## src/rtl/fault_rpt_pkg.sv

```systemverilog
package fault_rpt_pkg;
  localparam int unsigned N_FET = 8;
  localparam int unsigned N_GEN = 8;

  typedef enum int unsigned {
    KIND_LATCH  = 0,
    KIND_RETRY  = 1,
    KIND_FOLLOW = 2
  } cell_kind_e;

  // slots of the general sticky sources
  localparam int unsigned G_SPI   = 0;
  localparam int unsigned G_UV    = 1;
  localparam int unsigned G_CPUV  = 2;
  localparam int unsigned G_OLA   = 3;
  localparam int unsigned G_OLB   = 4;
  localparam int unsigned G_STALL = 5;
  localparam int unsigned G_OTW   = 6;
  localparam int unsigned G_UTW   = 7;
endpackage

```

## src/rtl/fault_latch_cell.sv

```systemverilog
module fault_latch_cell
  import fault_rpt_pkg::*;
#(
  parameter cell_kind_e  KIND         = KIND_LATCH,
  parameter int unsigned RETRY_CYCLES = 16
) (
  input  logic clk_i,
  input  logic rst_ni,
  input  logic raw_i,
  input  logic clr_i,
  input  logic mode_i,
  output logic flag_o
);
  localparam bit FOLLOW = (KIND == KIND_FOLLOW);

  logic q, q_next, expire;

  generate
    if (KIND == KIND_RETRY) begin : g_retry
      localparam int unsigned CW = (RETRY_CYCLES > 1) ? $clog2(RETRY_CYCLES) : 1;
      localparam logic [CW-1:0] LAST = CW'(RETRY_CYCLES - 1);
      logic [CW-1:0] cnt;
      logic counting;
      assign counting = q & ~raw_i & ~clr_i & mode_i;
      assign expire   = counting & (cnt == LAST);
      always_ff @(posedge clk_i or negedge rst_ni) begin
        if (!rst_ni)                 cnt <= '0;
        else if (!counting || expire) cnt <= '0;
        else                         cnt <= cnt + CW'(1);
      end
    end else begin : g_plain
      assign expire = 1'b0;
    end
  endgenerate

  // a new event always wins over clear or expiry
  always_comb begin
    if (FOLLOW && mode_i) q_next = raw_i;
    else                  q_next = raw_i | (q & ~clr_i & ~expire);
  end

  always_ff @(posedge clk_i or negedge rst_ni) begin
    if (!rst_ni) q <= 1'b0;
    else         q <= q_next;
  end

  assign flag_o = q;
endmodule

```

## src/rtl/fault_summary.sv

```systemverilog
module fault_summary
  import fault_rpt_pkg::*;
(
  input  logic [N_GEN-1:0] gen_q_i,
  input  logic [N_FET-1:0] fet_q_i,
  input  logic             ots_q_i,
  input  logic             lrn_q_i,
  input  logic             tw_rep_i,
  input  logic             stl_rep_i,
  output logic [7:0]       status0_o,
  output logic [7:0]       status1_o,
  output logic [7:0]       status2_o,
  output logic             fault_no_o
);
  logic ocp_any, ol_any, temp_any, warn_any, fault;

  assign ocp_any  = |fet_q_i;
  assign ol_any   = gen_q_i[G_OLA] | gen_q_i[G_OLB];
  assign warn_any = gen_q_i[G_OTW] | gen_q_i[G_UTW];
  assign temp_any = warn_any | ots_q_i;

  assign fault = gen_q_i[G_SPI] | gen_q_i[G_UV] | gen_q_i[G_CPUV] | ocp_any |
                 ol_any | ots_q_i | (stl_rep_i & gen_q_i[G_STALL]) |
                 (tw_rep_i & warn_any);

  assign status0_o = {fault, gen_q_i[G_SPI], gen_q_i[G_UV], gen_q_i[G_CPUV],
                      ocp_any, gen_q_i[G_STALL], temp_any, ol_any};
  assign status1_o = fet_q_i;
  assign status2_o = {gen_q_i[G_UTW], gen_q_i[G_OTW], ots_q_i, lrn_q_i,
                      gen_q_i[G_STALL], 1'b0, gen_q_i[G_OLB], gen_q_i[G_OLA]};
  assign fault_no_o = ~fault;
endmodule

```

## src/rtl/fault_report_unit.sv

```systemverilog
module fault_report_unit
  import fault_rpt_pkg::*;
#(
  parameter int unsigned RETRY_CYCLES = 16
) (
  input  logic       clk_i,
  input  logic       rst_ni,
  input  logic       uv_i,
  input  logic       cpuv_i,
  input  logic [7:0] ocp_fet_i,
  input  logic       ol_a_i,
  input  logic       ol_b_i,
  input  logic       stall_i,
  input  logic       ots_i,
  input  logic       otw_i,
  input  logic       utw_i,
  input  logic       spi_err_i,
  input  logic       stl_lrn_ok_i,
  input  logic       ocp_retry_i,
  input  logic       ots_auto_i,
  input  logic       tw_rep_i,
  input  logic       stl_rep_i,
  input  logic       clr_i,
  input  logic       sleep_rst_i,
  output logic [7:0] status0_o,
  output logic [7:0] status1_o,
  output logic [7:0] status2_o,
  output logic       fault_no_o
);
  logic             clr;
  logic [N_GEN-1:0] gen_raw, gen_q;
  logic [N_FET-1:0] fet_q;
  logic             ots_q, lrn_q;

  assign clr = clr_i | sleep_rst_i;

  always_comb begin
    gen_raw          = '0;
    gen_raw[G_SPI]   = spi_err_i;
    gen_raw[G_UV]    = uv_i;
    gen_raw[G_CPUV]  = cpuv_i;
    gen_raw[G_OLA]   = ol_a_i;
    gen_raw[G_OLB]   = ol_b_i;
    gen_raw[G_STALL] = stall_i;
    gen_raw[G_OTW]   = otw_i;
    gen_raw[G_UTW]   = utw_i;
  end

  for (genvar i = 0; i < N_GEN; i++) begin : g_gen
    fault_latch_cell #(.KIND(KIND_LATCH), .RETRY_CYCLES(RETRY_CYCLES)) u_cell (
      .clk_i (clk_i), .rst_ni(rst_ni), .raw_i(gen_raw[i]), .clr_i(clr),
      .mode_i(1'b0), .flag_o(gen_q[i])
    );
  end

  for (genvar k = 0; k < N_FET; k++) begin : g_fet
    fault_latch_cell #(.KIND(KIND_RETRY), .RETRY_CYCLES(RETRY_CYCLES)) u_cell (
      .clk_i (clk_i), .rst_ni(rst_ni), .raw_i(ocp_fet_i[k]), .clr_i(clr),
      .mode_i(ocp_retry_i), .flag_o(fet_q[k])
    );
  end

  fault_latch_cell #(.KIND(KIND_FOLLOW), .RETRY_CYCLES(RETRY_CYCLES)) u_ots (
    .clk_i (clk_i), .rst_ni(rst_ni), .raw_i(ots_i), .clr_i(clr),
    .mode_i(ots_auto_i), .flag_o(ots_q)
  );

  always_ff @(posedge clk_i or negedge rst_ni) begin
    if (!rst_ni) lrn_q <= 1'b0;
    else         lrn_q <= stl_lrn_ok_i;
  end

  fault_summary u_sum (
    .gen_q_i   (gen_q),
    .fet_q_i   (fet_q),
    .ots_q_i   (ots_q),
    .lrn_q_i   (lrn_q),
    .tw_rep_i  (tw_rep_i),
    .stl_rep_i (stl_rep_i),
    .status0_o (status0_o),
    .status1_o (status1_o),
    .status2_o (status2_o),
    .fault_no_o(fault_no_o)
  );
endmodule

```

## config.mk

```make
export PLATFORM = sky130hd
export DESIGN_NAME = fault_report_unit
export DESIGN_NICKNAME = d
export VERILOG_FILES = /design/src/rtl/fault_rpt_pkg.sv /design/src/rtl/fault_latch_cell.sv /design/src/rtl/fault_summary.sv /design/src/rtl/fault_report_unit.sv
export SDC_FILE = /design/constraint.sdc
export NUM_CORES = 1
export LEC_CHECK = 0
export BUFFER_PORTS_ARGS = -buffer_cell sky130_fd_sc_hd__buf_4
export CAP_MARGIN = 20
export CORE_AREA = 2 2 90 113
export DETAILED_ROUTE_END_ITERATION = 10
export DIE_AREA = 0 0 92 115
export GPL_TIMING_DRIVEN = 0
export PLACE_DENSITY = 0.44
export SYNTH_ARGS = -nofsm -noshare
export SYNTH_HDL_FRONTEND = slang
export SYNTH_SLANG_ARGS = --single-unit
```

## constraint.sdc

```tcl
create_clock -name clk_i -period 1.7 [get_ports clk_i]
set_input_delay 0.425 -clock clk_i [delete_from_list [all_inputs] [get_ports clk_i]]
set_output_delay 0.425 -clock clk_i [all_outputs]
set_load 0.02 [all_outputs]
```

-- After elaboration in Yosys (flattened, before gate mapping)
Index checks and enable logic that the tools add are counted.
- bitwise logic cells: 105
- shifts and indexed selects: 0
- eq/ne operators: 8
- add/subtract/negate cells: 8
- div/mod/pow operators: 0
- order comparisons: 0
- muxes and demuxes: 9
- multipliers: 0
- reduce and logical (&&, ||, !) cells: 17
- operators by type and width (cell ; count):
    $and 1x1->1 ; 59
    $add 4x1->4 const B ; 8
    $eq 4x4->1 const B ; 8
    $mux 4 ; 8
    $or 1x1->1 ; 28
    $not 1->1 ; 18
    $logic_not 1->1 ; 8
    $logic_or 1x1->1 ; 8
    $reduce_or 8->1 ; 1
    $mux 1 ; 1
- register bits: 50
- input port bits: 26
- ROM bits: 0
- logic and storage cells: 173
- RAM bits: 0
- output and inout bits: 25
- memories kept: 0
- bits in latches: 0

-- Logic depth before layout (Yosys ltp)
- depth in word-level cells: 8
- gate-level depth with buffers: 4
- gate-level depth less buffers: 4

-- By module
Synthesis repeated with hierarchy kept, for this count alone.
- cells, all modules: 218
- area, all modules: 2364.8 um2
- modules (own cells, without submodules) (module ; cells an instance ; area each (um2) ; instances ; sequential area each (um2)):
    fault_latch_cell (g_fet[0].u_cell ...) ; 19 ; 217.7 ; 8 ; 125.1
    fault_latch_cell (g_gen[0].u_cell ...) ; 3 ; 36.3 ; 8 ; 25.0
    fault_summary ; 36 ; 259.0 ; 1 ; 0.0
    fault_latch_cell (u_ots) ; 3 ; 38.8 ; 1 ; 25.0
    fault_report_unit ; 3 ; 35.0 ; 1 ; 25.0

-- Worst setup path after synthesis
Ideal clock, no wire load.
- path type: register to output
- start: reg g_fet[5].u_cell.q
- end: out status0_o[7]
- cell stages (with the launch flop): 5
- path slack: 0.082 ns
- arrival: 1.193 ns
- path buffers: 1
- cell sequence: dfrtp_1 -> nor4_1 -> nand2_1 -> or2_2 -> buf_4
- cells in the longest elaborated chain, start to end: 6
- ends and longest elaborated chain (what ; line ; source):
    from (decl) ; fault_latch_cell.sv:16 ; logic q, q_next, expire;
    from (signal assigned) ; fault_latch_cell.sv:44 ; else q <= q_next;
    $reduce_or 8->1 ; fault_summary.sv:17 ; assign ocp_any = |fet_q_i;
    via u_sum.ocp_any ; fault_summary.sv:15 ; logic ocp_any, ol_any, temp_any, warn_any, fault;
    $or 1x1->1 (2 in a row) ; fault_summary.sv:22 ; assign fault = gen_q_i[G_SPI] | gen_q_i[G_UV] | gen_q_i[G_CPUV] | ocp_any |
    $or 1x1->1 (3 in a row) ; fault_summary.sv:23 ; ol_any | ots_q_i | (stl_rep_i & gen_q_i[G_STALL]) |
    to (decl) ; fault_report_unit.sv:25 ; output logic [7:0] status0_o,
The timed path passes the listed nets, and every way through them passes these cells.

-- Final worst setup path
- start: reg g_fet[2].u_cell.q
- end: out status0_o[7]
- cells in the longest elaborated chain, start to end: 6
- ends and longest elaborated chain (what ; line):
    from (decl) ; fault_latch_cell.sv:16
    from (signal assigned) ; fault_latch_cell.sv:44
    $reduce_or 8->1 ; fault_summary.sv:17
    via u_sum.ocp_any ; fault_summary.sv:15
    $or 1x1->1 (2 in a row) ; fault_summary.sv:22
    $or 1x1->1 (3 in a row) ; fault_summary.sv:23
The timed path passes the listed nets, and every way through them passes these cells.

==> summary.txt <==
Timing
  – Skew final: 0.00352 ns
  – Fin crit period: ~1.9 ns
  – Slew Limit Headroom: between 50% and 60%
  – Worst slew pin tran: 0.644 ns
  – Final Hold Fails: 0
  – Setup violators final: 3
  – Setup slack after layout: -0.234 ns
  – Maximum clock frequency: 517 MHz
  – RSZ-0062 raised after global routing: true
  – Final Max Tran Viols: 0
  – Post-route setup TNS: -0.672 ns
  – Fin crit share: 114%

Clock network
  – Clk sinks: 50
  – Htree depth: 2
  – Worst-path clk slew: 0.06 ns
  – CTS tree: built
  – Clock Path Buffers: 2
  – Clock Latency Late Sink: ~0.28 ns
  – CTS Hold Bufs: 0
  – CTS root buf: clkbuf_16
  – CTS Buf Count: 5

Finish
  – Number of diodes: 0
  – FF+latch area: around 1300 um2
  – Layout cells sized above 1: 39.8%
  – Fin nets: 298
  – Area Overhead vs Synth: 32.0%
  – Final Util: 32.3%
  – Final Non-Filler Cells: 390
  – Fin area: 3070 um2
  – Area of the multi-input gates: ~900 um2
  – Fillers: approximately 1000

Setup path
  – Reg2reg path depth: 3
  – CP max FO: 2
  – Critical Path AT: 1.51 ns
  – R2R setup slack: 0.50 ns
  – CP Capture Type: output port
  – Crit path from: g_fet[2].u_cell.flag_o
  – Top Family by Delay on Critical Path: simple AND/OR/NAND/NOR gates
  – CP Data Required Time: 1.27 ns
  – Worst-path cell chain: nor4_4, nand2_2, or2_4, buf_6
  – Worst r2r dst: g_fet[4].u_cell.g_retry.cnt[2]
  – WS Path Type: flop to output port
  – Critical-path top delay cell: dfrtp_2
  – Buf/Inv on CP: 1
  – Worst path max stage delay: 0.42 ns
  – CP Launch Type: flop
  – Worst r2r src: g_fet[4].u_cell.g_retry.cnt[0]

Placement
  – Area after DPL: 2840 um2
  – Buffers on Ports: 48
  – Hpwl dp: 3.44 mm
  – Placed instance count: 379
  – DP Worst Slack: -0.351 ns
  – Routability Congestion: 0.699

Yosys
  – Post-synth ARST share: 100%
  – Top-count cell post-synth: dfrtp_1
  – Syn nets: 239
  – Most frequent cells after synthesis: dfrtp_1, nor2_1, buf_4, nand3_1
  – Mapped Area: 2320 um2
  – Post-synth EDFFs: 0
  – Ys Warns: 0
  – Synth top area cells: dfrtp_1, buf_4, ha_1
  – Avg Cell Area, Syn: 11.3 um2
  – Post-Syn Instances: 205
  – Sequential area share after synthesis: a little over half
  – Cell type with the largest total area after synthesis: dfrtp_1
  – Ys flop type: dfrtp_1
  – Yosys top cell area share: 53.9%
  – #FFs+latches synth: 50
  – Synth cell types: 25

Global routing
  – Vias in the first global route: roughly 1700
  – Gr ovfl total: 0
  – Largest net degree at the start of global routing: 51
  – First-pass GRT wire length: 8.12 mm
  – Initial antenna violation count: 0
  – GRT Util Overall: 9.72%

Power and ir drop
  – Reg power frac: about 50%
  – PD cells: slightly above 800 nW/um2
  – Clock share of power: 37.5%
  – Gate power share: 12.2%
  – NetSw: ~580 uW
  – Total internal power: 1.92 mW
  – Highest ir drop seen on vdd: 0.364 mV
  – Sw frac: 23.0%
  – Lkg Pwr: 1.38 nW

Status
  – Status: finished, violations left
  – Violated checks: setup timing

Route
  – DR vias: 1638
  – Residual DRC: 0
  – Antenna-violating nets left: 0
  – Drt wl/cell: 12.4 um
  – Total wire length: around 4.8 mm
  – Initial DRC count: 23
  – DRT Pass-1 Iters: 4
  – Drt via density: ~4.2

Floorplanning
  – Core Rows: 40
  – Core ar.: 9510 um2
  – Full die area: 10600 um2
  – # IOs: slightly above 50
  – Die W: about 90 um
  – Starting Density: between 20% and 30%
  – Die H: 115 um

Job
  – Max Cap Violations: 0

Min path
  – Hold WC Path Type: input pin to asynchronous set/reset pin
## timing repair
| action | CTS | global route |
|---|---|---|
| endpoints found under the hold margin | 0 | 0 |
| buffers inserted | 7 | 0 |
| setup endpoints to repair | 4 | 4 |
| pin swaps | 5 | 0 |
| resized for setup | 15 | 2 |
## layout make-up
class | instances | share of cell area [%]
buffer | 24 | 6.04
clock buffer | 7 | 4.32
inverter | 9 | 1.10
multi-input combinational | 120 | 28.6
sequential | 50 | 40.9
tap | 126 | 5.14
timing repair buffer | 54 | 13.8
## routing by layer
metal	vias to the layer above	wire, um	GRT usage [%]
li1	811	-	-
met1	768	2230	11.6
met2	53	2260	17.0
met3	6	271	2.56
met4	0	69	3.28
met5	-	0	0
## power by group through the flow
stage | clock, mW | combinational [mW] | sequential, mW
3_3_place_gp | 0 | 0.294 | 1.28
5_1_grt | 1.04 | 0.332 | 1.26
3_5_place_dp | 0 | 0.294 | 1.28
2_1_floorplan | 0 | 0.151 | 1.27
6_report | 0.938 | 0.305 | 1.26
4_1_cts | 0.983 | 0.312 | 1.26
## registers in the layout, summed over array words and instances (netlist names)
signal and flops:
g_fet.u_cell.flag_o 8, g_fet.u_cell.g_retry.cnt 32, g_gen.u_cell.flag_o 8, lrn_q 1, u_ots.flag_o 1
## kinds of logic (layout without fill, tap and decap cells)
logic type      Yosys count  in the layout  synth area share [%]
compound gates           19             19                  6.52
fa+ha+maj                 8              8                  4.31
other cells               1              1                 0.161
buf+inv                  35             94                  9.91
simple gates             76             76                  19.2
xor+xnor                 16             16                  6.03
flops                    50             50                  53.9
## placed cells by master (no fill, tap or decap)
cell | Yosys | final
a211oi_2 | 0 | 1
inv_1 | 9 | 9
a21o_1 | 8 | 8
nor4_2 | 0 | 1
nand2_2 | 1 | 2
buf_2 | 1 | 1
buf_4 | 24 | 70
or3_1 | 1 | 1
nor4_1 | 3 | 1
nand3_1 | 17 | 17
xnor2_1 | 8 | 8
nor2_4 | 1 | 1
nor2_1 | 25 | 24
clkbuf_16 | 0 | 5
nor3b_4 | 1 | 1
nor4b_1 | 8 | 8
buf_6 | 1 | 7
o21ai_0 | 1 | 1
nand4_1 | 8 | 8
nor2_2 | 0 | 1
nor4_4 | 0 | 1
a31o_2 | 9 | 9
clkbuf_1 | 0 | 2
dfrtp_2 | 0 | 3
conb_1 | 1 | 1
or2_4 | 0 | 2
dfrtp_1 | 50 | 47
nand4b_1 | 8 | 8
ha_1 | 8 | 8
xor2_1 | 8 | 8
## how the worst max path moves through the flow
stage | end | slack (ns) | cells after the start
finish | status0_o[7] | -0.23 | 4
global route | fault_no_o | -0.30 | 5
CTS | status0_o[7] | -0.25 | 4
detailed placement | status0_o[7] | -0.35 | 5
global placement | status0_o[7] | -0.37 | 5
floorplan | status0_o[7] | 0.08 | 4
## worst reg2reg max path, stage by stage (launching register included)
cell     delay (ns)
dfrtp_1        0.40
ha_1           0.24
xnor2_1        0.14
nor4b_1        0.31
## through the flow
| step | hold slack, ns | total power, mW |
|---|---|---|
| finish | 0.155 | 2.50 |
| global route | 0.227 | 2.63 |
| CTS | 0.197 | 2.55 |
| detailed placement | 0.450 | 1.57 |
| global placement | 0.449 | 1.57 |
| floorplan | 0.129 | 1.42 |
Note: power is estimated with default switching activity, not from simulation.
